[config.mk]
export PLATFORM = sky130hd
export DESIGN_NAME = agu_top
export DESIGN_NICKNAME = d
export VERILOG_FILES = /design/src/rtl/agu_pkg.sv /design/src/rtl/agu_offset_ext.sv /design/src/rtl/agu_calc.sv /design/src/rtl/agu_top.sv
export SDC_FILE = /design/constraint.sdc
export NUM_CORES = 1
export LEC_CHECK = 0
export ABC_CLOCK_PERIOD_IN_PS = 6600
export BUFFER_PORTS_ARGS = -buffer_cell sky130_fd_sc_hd__buf_2
export CORE_MARGIN = 5
export CORE_UTILIZATION = 57
export DETAILED_ROUTE_END_ITERATION = 10
export GPL_TIMING_DRIVEN = 0
export PLACE_DENSITY = 0.95
export SLEW_MARGIN = 30
export SYNTH_ARGS = -nofsm -noshare
export SYNTH_HDL_FRONTEND = slang
export SYNTH_HIERARCHICAL = 1
export SYNTH_SLANG_ARGS = --single-unit
[constraint.sdc]
create_clock -name clk -period 6.6 [get_ports clk]
set_input_delay 0.66 -clock clk [delete_from_list [all_inputs] [get_ports clk]]
set_output_delay 0.66 -clock clk [all_outputs]
set_load 0.01 [all_outputs]
[src/rtl/agu_pkg.sv]
package agu_pkg;
    localparam int ADDR_W = 16;
    localparam int BYTE_W = 8;
    localparam int MODE_W = 4;

    typedef enum logic [MODE_W-1:0] {
        M_IMM   = 4'd0,
        M_DIR   = 4'd1,
        M_EXT   = 4'd2,
        M_IDX_X = 4'd3,
        M_IDX_Y = 4'd4,
        M_IND_X = 4'd5,
        M_IND_Y = 4'd6,
        M_REL   = 4'd7
    } mode_e;

    localparam logic [MODE_W-1:0] LAST_MODE = 4'd7;

    typedef enum logic [1:0] {
        ST_IDLE   = 2'd0,
        ST_ISSUE  = 2'd1,
        ST_REJECT = 2'd2
    } agu_state_e;
endpackage

[src/rtl/agu_offset_ext.sv]
module agu_offset_ext #(
    parameter int IN_W  = 8,
    parameter int OUT_W = 16
) (
    input  logic [IN_W-1:0]  off_in,
    input  logic             sign_en,
    output logic [OUT_W-1:0] off_out
);
    localparam int PAD_W = OUT_W - IN_W;

    generate
        if (PAD_W > 0) begin : g_pad
            logic fill;
            always_comb fill = sign_en & off_in[IN_W-1];
            always_comb off_out = {{PAD_W{fill}}, off_in};
        end else begin : g_nopad
            always_comb off_out = off_in[OUT_W-1:0];
        end
    endgenerate
endmodule

[src/rtl/agu_calc.sv]
module agu_calc
    import agu_pkg::*;
#(
    parameter int AW = ADDR_W,
    parameter int BW = BYTE_W,
    parameter int MW = MODE_W
) (
    input  logic [MW-1:0] mode,
    input  logic [BW-1:0] op_b1,
    input  logic [BW-1:0] op_b2,
    input  logic [AW-1:0] idx_x,
    input  logic [AW-1:0] idx_y,
    input  logic [AW-1:0] pc_cur,
    input  logic [AW-1:0] pc_next,
    output logic [AW-1:0] addr,
    output logic          defined
);
    localparam int HI_W = AW - BW;

    logic [AW-1:0] uoff;
    logic [AW-1:0] soff;
    logic [AW-1:0] base_idx;

    agu_offset_ext #(.IN_W(BW), .OUT_W(AW)) u_uext (
        .off_in (op_b1),
        .sign_en(1'b0),
        .off_out(uoff)
    );

    agu_offset_ext #(.IN_W(BW), .OUT_W(AW)) u_sext (
        .off_in (op_b1),
        .sign_en(1'b1),
        .off_out(soff)
    );

    always_comb begin
        base_idx = idx_x;
        if (mode == M_IDX_Y || mode == M_IND_Y)
            base_idx = idx_y;
    end

    always_comb begin
        addr    = '0;
        defined = (mode <= LAST_MODE);
        unique case (mode)
            M_IMM:            addr = pc_cur;
            M_DIR:            addr = {{HI_W{1'b0}}, op_b1};
            M_EXT:            addr = {op_b1, op_b2};
            M_IDX_X, M_IDX_Y: addr = base_idx + uoff;
            M_IND_X, M_IND_Y: addr = base_idx;
            M_REL:            addr = pc_next + soff;
            default:          addr = '0;
        endcase
    end
endmodule

[src/rtl/agu_top.sv]
module agu_top
    import agu_pkg::*;
(
    input  logic              clk,
    input  logic              rst_n,
    input  logic              req,
    input  logic [MODE_W-1:0] mode,
    input  logic [BYTE_W-1:0] op_b1,
    input  logic [BYTE_W-1:0] op_b2,
    input  logic [ADDR_W-1:0] idx_x,
    input  logic [ADDR_W-1:0] idx_y,
    input  logic [ADDR_W-1:0] pc_cur,
    input  logic [ADDR_W-1:0] pc_next,
    output logic [ADDR_W-1:0] ea,
    output logic              ea_vld
);
    agu_state_e    state_q, state_d;
    logic [ADDR_W-1:0] calc_addr;
    logic          calc_def;
    logic [ADDR_W-1:0] ea_q;

    agu_calc #(.AW(ADDR_W), .BW(BYTE_W), .MW(MODE_W)) u_calc (
        .mode   (mode),
        .op_b1  (op_b1),
        .op_b2  (op_b2),
        .idx_x  (idx_x),
        .idx_y  (idx_y),
        .pc_cur (pc_cur),
        .pc_next(pc_next),
        .addr   (calc_addr),
        .defined(calc_def)
    );

    // next state: identical transitions from every state
    always_comb begin
        unique case ({req, calc_def})
            2'b11:   state_d = ST_ISSUE;   // accept
            2'b10:   state_d = ST_REJECT;  // refuse
            default: state_d = ST_IDLE;    // drop
        endcase
    end

    always_ff @(posedge clk) begin
        if (!rst_n) state_q <= ST_IDLE;
        else        state_q <= state_d;
    end

    always_ff @(posedge clk) begin
        if (!rst_n)
            ea_q <= '0;
        else if (req)
            ea_q <= calc_def ? calc_addr : '0;
    end

    always_comb begin
        ea     = ea_q;
        ea_vld = 1'b0;
        unique case (state_q)
            ST_IDLE:   ea_vld = 1'b0;
            ST_ISSUE:  ea_vld = 1'b1;
            ST_REJECT: ea_vld = 1'b0;
            default:   ea_vld = 1'b0;
        endcase
    end

    assert_valid_after_req_R2: assert property (@(posedge clk) disable iff (!rst_n)
        (req && mode <= LAST_MODE) |=> ea_vld);
    assert_no_valid_idle_R2: assert property (@(posedge clk) disable iff (!rst_n)
        !req |=> !ea_vld);
    assert_imm_pc_R3: assert property (@(posedge clk) disable iff (!rst_n)
        (req && mode == M_IMM) |=> ea == $past(pc_cur));
    assert_dir_page0_R4: assert property (@(posedge clk) disable iff (!rst_n)
        (req && mode == M_DIR) |=> ea[ADDR_W-1:BYTE_W] == '0);
    assert_ind_x_R7: assert property (@(posedge clk) disable iff (!rst_n)
        (req && mode == M_IND_X) |=> ea == $past(idx_x));
    assert_undef_zero_R9: assert property (@(posedge clk) disable iff (!rst_n)
        (req && mode > LAST_MODE) |=> (ea == '0 && !ea_vld));
    assert_hold_idle_R10: assert property (@(posedge clk) disable iff (!rst_n)
        !req |=> $stable(ea));
endmodule

---- Word-level counts from Yosys, hierarchy flattened ----
Cells that the tools add are included.
Widths: inputs -> output; s select.
cells by class
  $add $sub $neg .......................... 2
  magnitude comparators ................... 1
  equality and inequality tests ........... 10
  mux-type cells .......................... 5
  reductions and logical operators ........ 4
operator list
  cell                number
  $pmux 16 s6         1
  $mux 16             2
  $add 16x16->16      1
  $add 16x8->16       1
  $eq 4x3->1 const B  4
  $eq 4x2->1 const B  2
  $eq 2x2->1 const B  2
  $eq 4x1->1 const B  1
  $le 4x3->1 const B  1
  $logic_not 4->1     1
  $pmux 2 s2          1
  $reduce_or 2->1     2
  $eq 2x1->1 const B  1
  $logic_or 1x1->1    1
  $mux 1              1
storage, ports and cells
  flip-flop bits (word level) ............. 18
  bits of input ports ..................... 87
  output and inout bits ................... 17

---- Logic depth before layout (Yosys ltp) ----
  word-level depth ........................ 6
  depth in mapped cells ................... 17
  mapped depth without buffers ............ 16

---- Cells and area by module ----
The synthesis kept the hierarchy.
modules (own cells, without submodules)
  module          times used  cells each  area each (µm²)
  agu_calc        1           322         2321.0
  agu_top         1           79          725.7
  agu_offset_ext  2           17          126.4

---- Least setup slack after synthesis ----
Ideal clock, no wire load.
  path kind ............................... input to register
  start ................................... input mode[2]
  end ..................................... register ea_q[12], in the netlist ea[12]
  library setup time ...................... 114 ps
  arrival ................................. 3441 ps
  required time ........................... 6486 ps
  path slack .............................. 3045 ps
  stages on the path ...................... 17
  buffers on the path ..................... 2
  cells stage by stage .................... buf_2 nand2_1 nor2_2 buf_2 mux2_2 ha_1 inv_1 fa_1 nor2b_1 o31ai_1 a21oi_1 a31oi_1 nand2b_1 mux2i_1 o2111ai_1 nand4_1 nand2_1
between the ends
  longest elaborated chain between the ends .. 6
RTL lines
  item                     RTL line                        RTL
  start, declared          agu_top.sv:7                    input logic [MODE_W-1:0] mode,
  $eq 4x3->1               agu_calc.sv:38, agu_calc.sv:45
  $logic_or 1x1->1         agu_calc.sv:38                  if (mode == M_IDX_Y || mode == M_IND_Y)
  $mux 16                  agu_calc.sv:38
  $add 16x8->16            agu_calc.sv:49                  M_IDX_X, M_IDX_Y: addr = base_idx + uoff;
  $pmux 16 s6 *            agu_calc.sv:45                  unique case (mode)
  named net calc_addr[12]  agu_top.sv:18                   logic [ADDR_W-1:0] calc_addr;
  $mux 16 *                agu_top.sv:52                   ea_q <= calc_def ? calc_addr : '0;
  end signal, assigned     agu_top.sv:52
  end, declared            agu_top.sv:20                   logic [ADDR_W-1:0] ea_q;
The timed path passes the listed nets; every way through them passes the cells marked *.
A chain may end at the register's enable or synchronous reset.

---- Final worst setup path ----
  start ................................... input mode[0]
  end ..................................... register ea_q[12], in the netlist ea[12]
Same word-level chain as after synthesis.

==> results.sh <==
export IMPL_outcome="completed"
export IMPL_synth_top_family_by_area="compound AO/OA/AOI/OAI gates"
export IMPL_synth_mux_area_frac=0.115
export IMPL_crit_path_top_delay_cell="nor2_2"
export IMPL_start_kind="input port"
export IMPL_synthAdderAreaFrac=0.133
export IMPL_synthFlopType="dfxtp_1"
export IMPL_cts_setup_buffers=0
export IMPL_crit_top_cell="buf_2"
export IMPL_worst_slew_pin_slew_ns=0.705
export IMPL_area_delta_synth_final_pct=19.2
export IMPL_timing_rr_start="ea[13]"
export IMPL_cp_required_ns=6.75
export IMPL_clock_path_buffers=2
export IMPL_power_density_mw_per_mm2=117
export IMPL_synth_compound_area_frac=0.234
export IMPL_viasPerCell=6.07
export IMPL_cts_tree="yes"
export IMPL_post_route_util=0.705
export IMPL_min_period_over_period=0.629
export IMPL_place_area_mm2=0.00389
export IMPL_clkSlewWorstSetupHoldPaths_ns=0.06
export IMPL_cp_max_fo=10
export IMPL_gp_congestion=0.918
export IMPL_drtIter0Drc=365
export IMPL_wire_per_inst_um=16.5
export IMPL_drive_gt1_frac=0.314
export IMPL_syn_area_mm2=0.00330
export IMPL_slew_headroom=0.528
export IMPL_overflow=0
export IMPL_maxCapViolCount=0
export IMPL_die_area_mm2=0.00741
export IMPL_stdcell_area_mm2=0.00393
export IMPL_design_core_area_mm2=0.00557
export IMPL_ys_types=59
export IMPL_yosysMostFrequentCell="nand2_1"
export IMPL_cts_hold_buf=0
export IMPL_route_detailed_drc=0
export IMPL_r2r_slack_ns=6.02
export IMPL_yosys_warnings=6
export IMPL_crit_chain="buf_2, buf_2, nor2_2, buf_2, mux2_2, ha_1, inv_1, fa_1, nor2b_1, o31ai_1, a21oi_1, a31oi_1, nand2b_1, mux2i_1, o2111ai_1, nand4_1, nand2_1"
export IMPL_dp_hpwl_um=8350
export IMPL_cts_root_buffer="clkbuf_8"
export IMPL_grt_max_degree=11
export IMPL_synth_area_top_cells="ha_1, dfxtp_1, buf_4"
export IMPL_fmax_mhz=241
export IMPL_drt_pass1_iterations=5
export IMPL_die_x_um=86.1
export IMPL_setup_viol=0
export IMPL_crit_start="mode[0]"
export IMPL_io_buffer_count=100
export IMPL_syn_inst=435
export IMPL_clock_sinks=18
export IMPL_vdd_drop_max_v=0.0000965
export IMPL_fillerInstances=475
export IMPL_fin_skew_ns=0
export IMPL_n_antenna_cell=0
export IMPL_async_flop_share=0
export IMPL_postRouteAntennaNets=0
export IMPL_drt_total_wl_um=10100
export IMPL_worstSkewPairLatency_ns=0.25
export IMPL_cpLargestDelayFamily="compound AO/OA/AOI/OAI gates"
export IMPL_die_h_um=86.1
export IMPL_yosys_area_share_simple=0.228
export IMPL_ys_ff_latch=18
export IMPL_hold_class="flop to flop"
export IMPL_synth_xor_area_frac=0.0557
export IMPL_finalHoldViolCount=0
export IMPL_ioPinCount=104
export IMPL_max_stage_delay_ns=0.42
export IMPL_cts_resized=0
export IMPL_finalSetupTns_ns=0
export IMPL_synth_edff_count=0
export IMPL_hold_start="ea[1]"
export IMPL_cp_buffers_inverters=4
export IMPL_antenna_found_initial=0
export IMPL_floorplan_initialDensity=0.592
export IMPL_synth_seq_area_share=0.109
export IMPL_min_to="ea[1]"
export IMPL_p_total_mw=0.461
export IMPL_numCtsBuffers=3
export IMPL_grt_pass1_wl_um=15800
export IMPL_synth_top_area_frac=0.121
export IMPL_slew_violations=0
export IMPL_nets=661
export IMPL_syn_num_nets=556
export IMPL_grt_pass1_vias=3546
export IMPL_arrival_ns=4.30
export IMPL_vias=3703
export IMPL_fp_row_count=27
export IMPL_power_leakage_nw=1.99
export IMPL_worstRegToRegCells=2
export IMPL_htree_levels=1
export IMPL_r2r_end="ea[13]"
export IMPL_end_kind="flop"
export IMPL_critical_path_class="input port to flop"
export IMPL_synth_top_cell_by_area="ha_1"
export IMPL_rsz0062_at_grt="false"
export IMPL_fin_crit_ns=4.15
export IMPL_syn_avg_cell_area_um2=7.58
export IMPL_synth_common_cells="nand2_1, buf_4, ha_1, nor2_1, a21oi_1"
export IMPL_hold_depth=2
export IMPL_track_usage=0.258
-- final cells by class --
| type | count | area [um2] | share of cell area |
|---|---|---|---|
| Sequential cell | 18 | 360 | 0.0917 |
| Multi-Input combinational cell | 351 | 2530 | 0.645 |
| Clock buffer | 3 | 41.3 | 0.0105 |
| Timing Repair Buffer | 100 | 500 | 0.127 |
| Inverter | 10 | 37.5 | 0.00955 |
| Tap cell | 72 | 90.1 | 0.0229 |
| Buffer | 56 | 367 | 0.0933 |
-- logic make-up (layout without fill, tap and decap cells) --
kind of cell    count (synthesis)  after routing
mux                            36             36
other cells                     2              2
buf+inv                        66            169
flops                          18             18
simple gates                  147            147
compound gates                111            111
xor+xnor                       21             21
fa+ha+maj                      34             34
-- worst min-delay path, delay by kind of cell, from the launching register on --
kind             cells  cell delay, ns
DFF                  1            0.31
and+or+nand+nor      2            0.12
-- power by group --
part,internal [mW],total [mW],switching [mW]
sequential,0.112,0.114,0.00166
clock,0.0405,0.0746,0.0341
combinational,0.127,0.272,0.146
total,0.280,0.461,0.181
-- worst max-delay path by stage --
stage | end | cells past startpoint
6_report | ea[12] | 17
5_1_grt | ea[12] | 17
4_1_cts | ea[12] | 17
3_5_place_dp | ea[12] | 17
3_3_place_gp | ea[12] | 17
2_1_floorplan | ea[12] | 17
-- metal layers --
metal,share of wire,vias up,global-route usage,wire length [um]
met5,0,-,0,0
met4,0.027,0,0.0763,272
met3,0.096,28,0.0423,964
met2,0.48,184,0.457,4860
met1,0.40,1718,0.317,4000
li1,-,1773,-,-
-- state kept, by name, summed over array words and instances (netlist names) --
name	count
ea	16
state_q	2
-- stage by stage --
step,hold slack [ns],cells,worst slack [ns]
global route,0.484,610,2.32
CTS,0.469,610,2.54
detailed placement,0.457,607,2.28
finish,0.465,610,2.45
global placement,0.456,607,2.43
floorplan,0.490,435,3.04
-- placed cells by master, fill, tap and decap left out, types with 15 or more instances in the layout --
cell,Yosys,routed
nand2_1,47,47
nand3b_1,16,16
nand4_1,19,19
ha_1,32,32
o21ai_0,17,17
a21oi_1,23,23
nor2_1,26,26
buf_2,5,105
mux2i_1,21,21
buf_4,40,40
dfxtp_1,18,18
mux2_2,15,15
No activity file was read; power rests on OpenSTA's default activity.
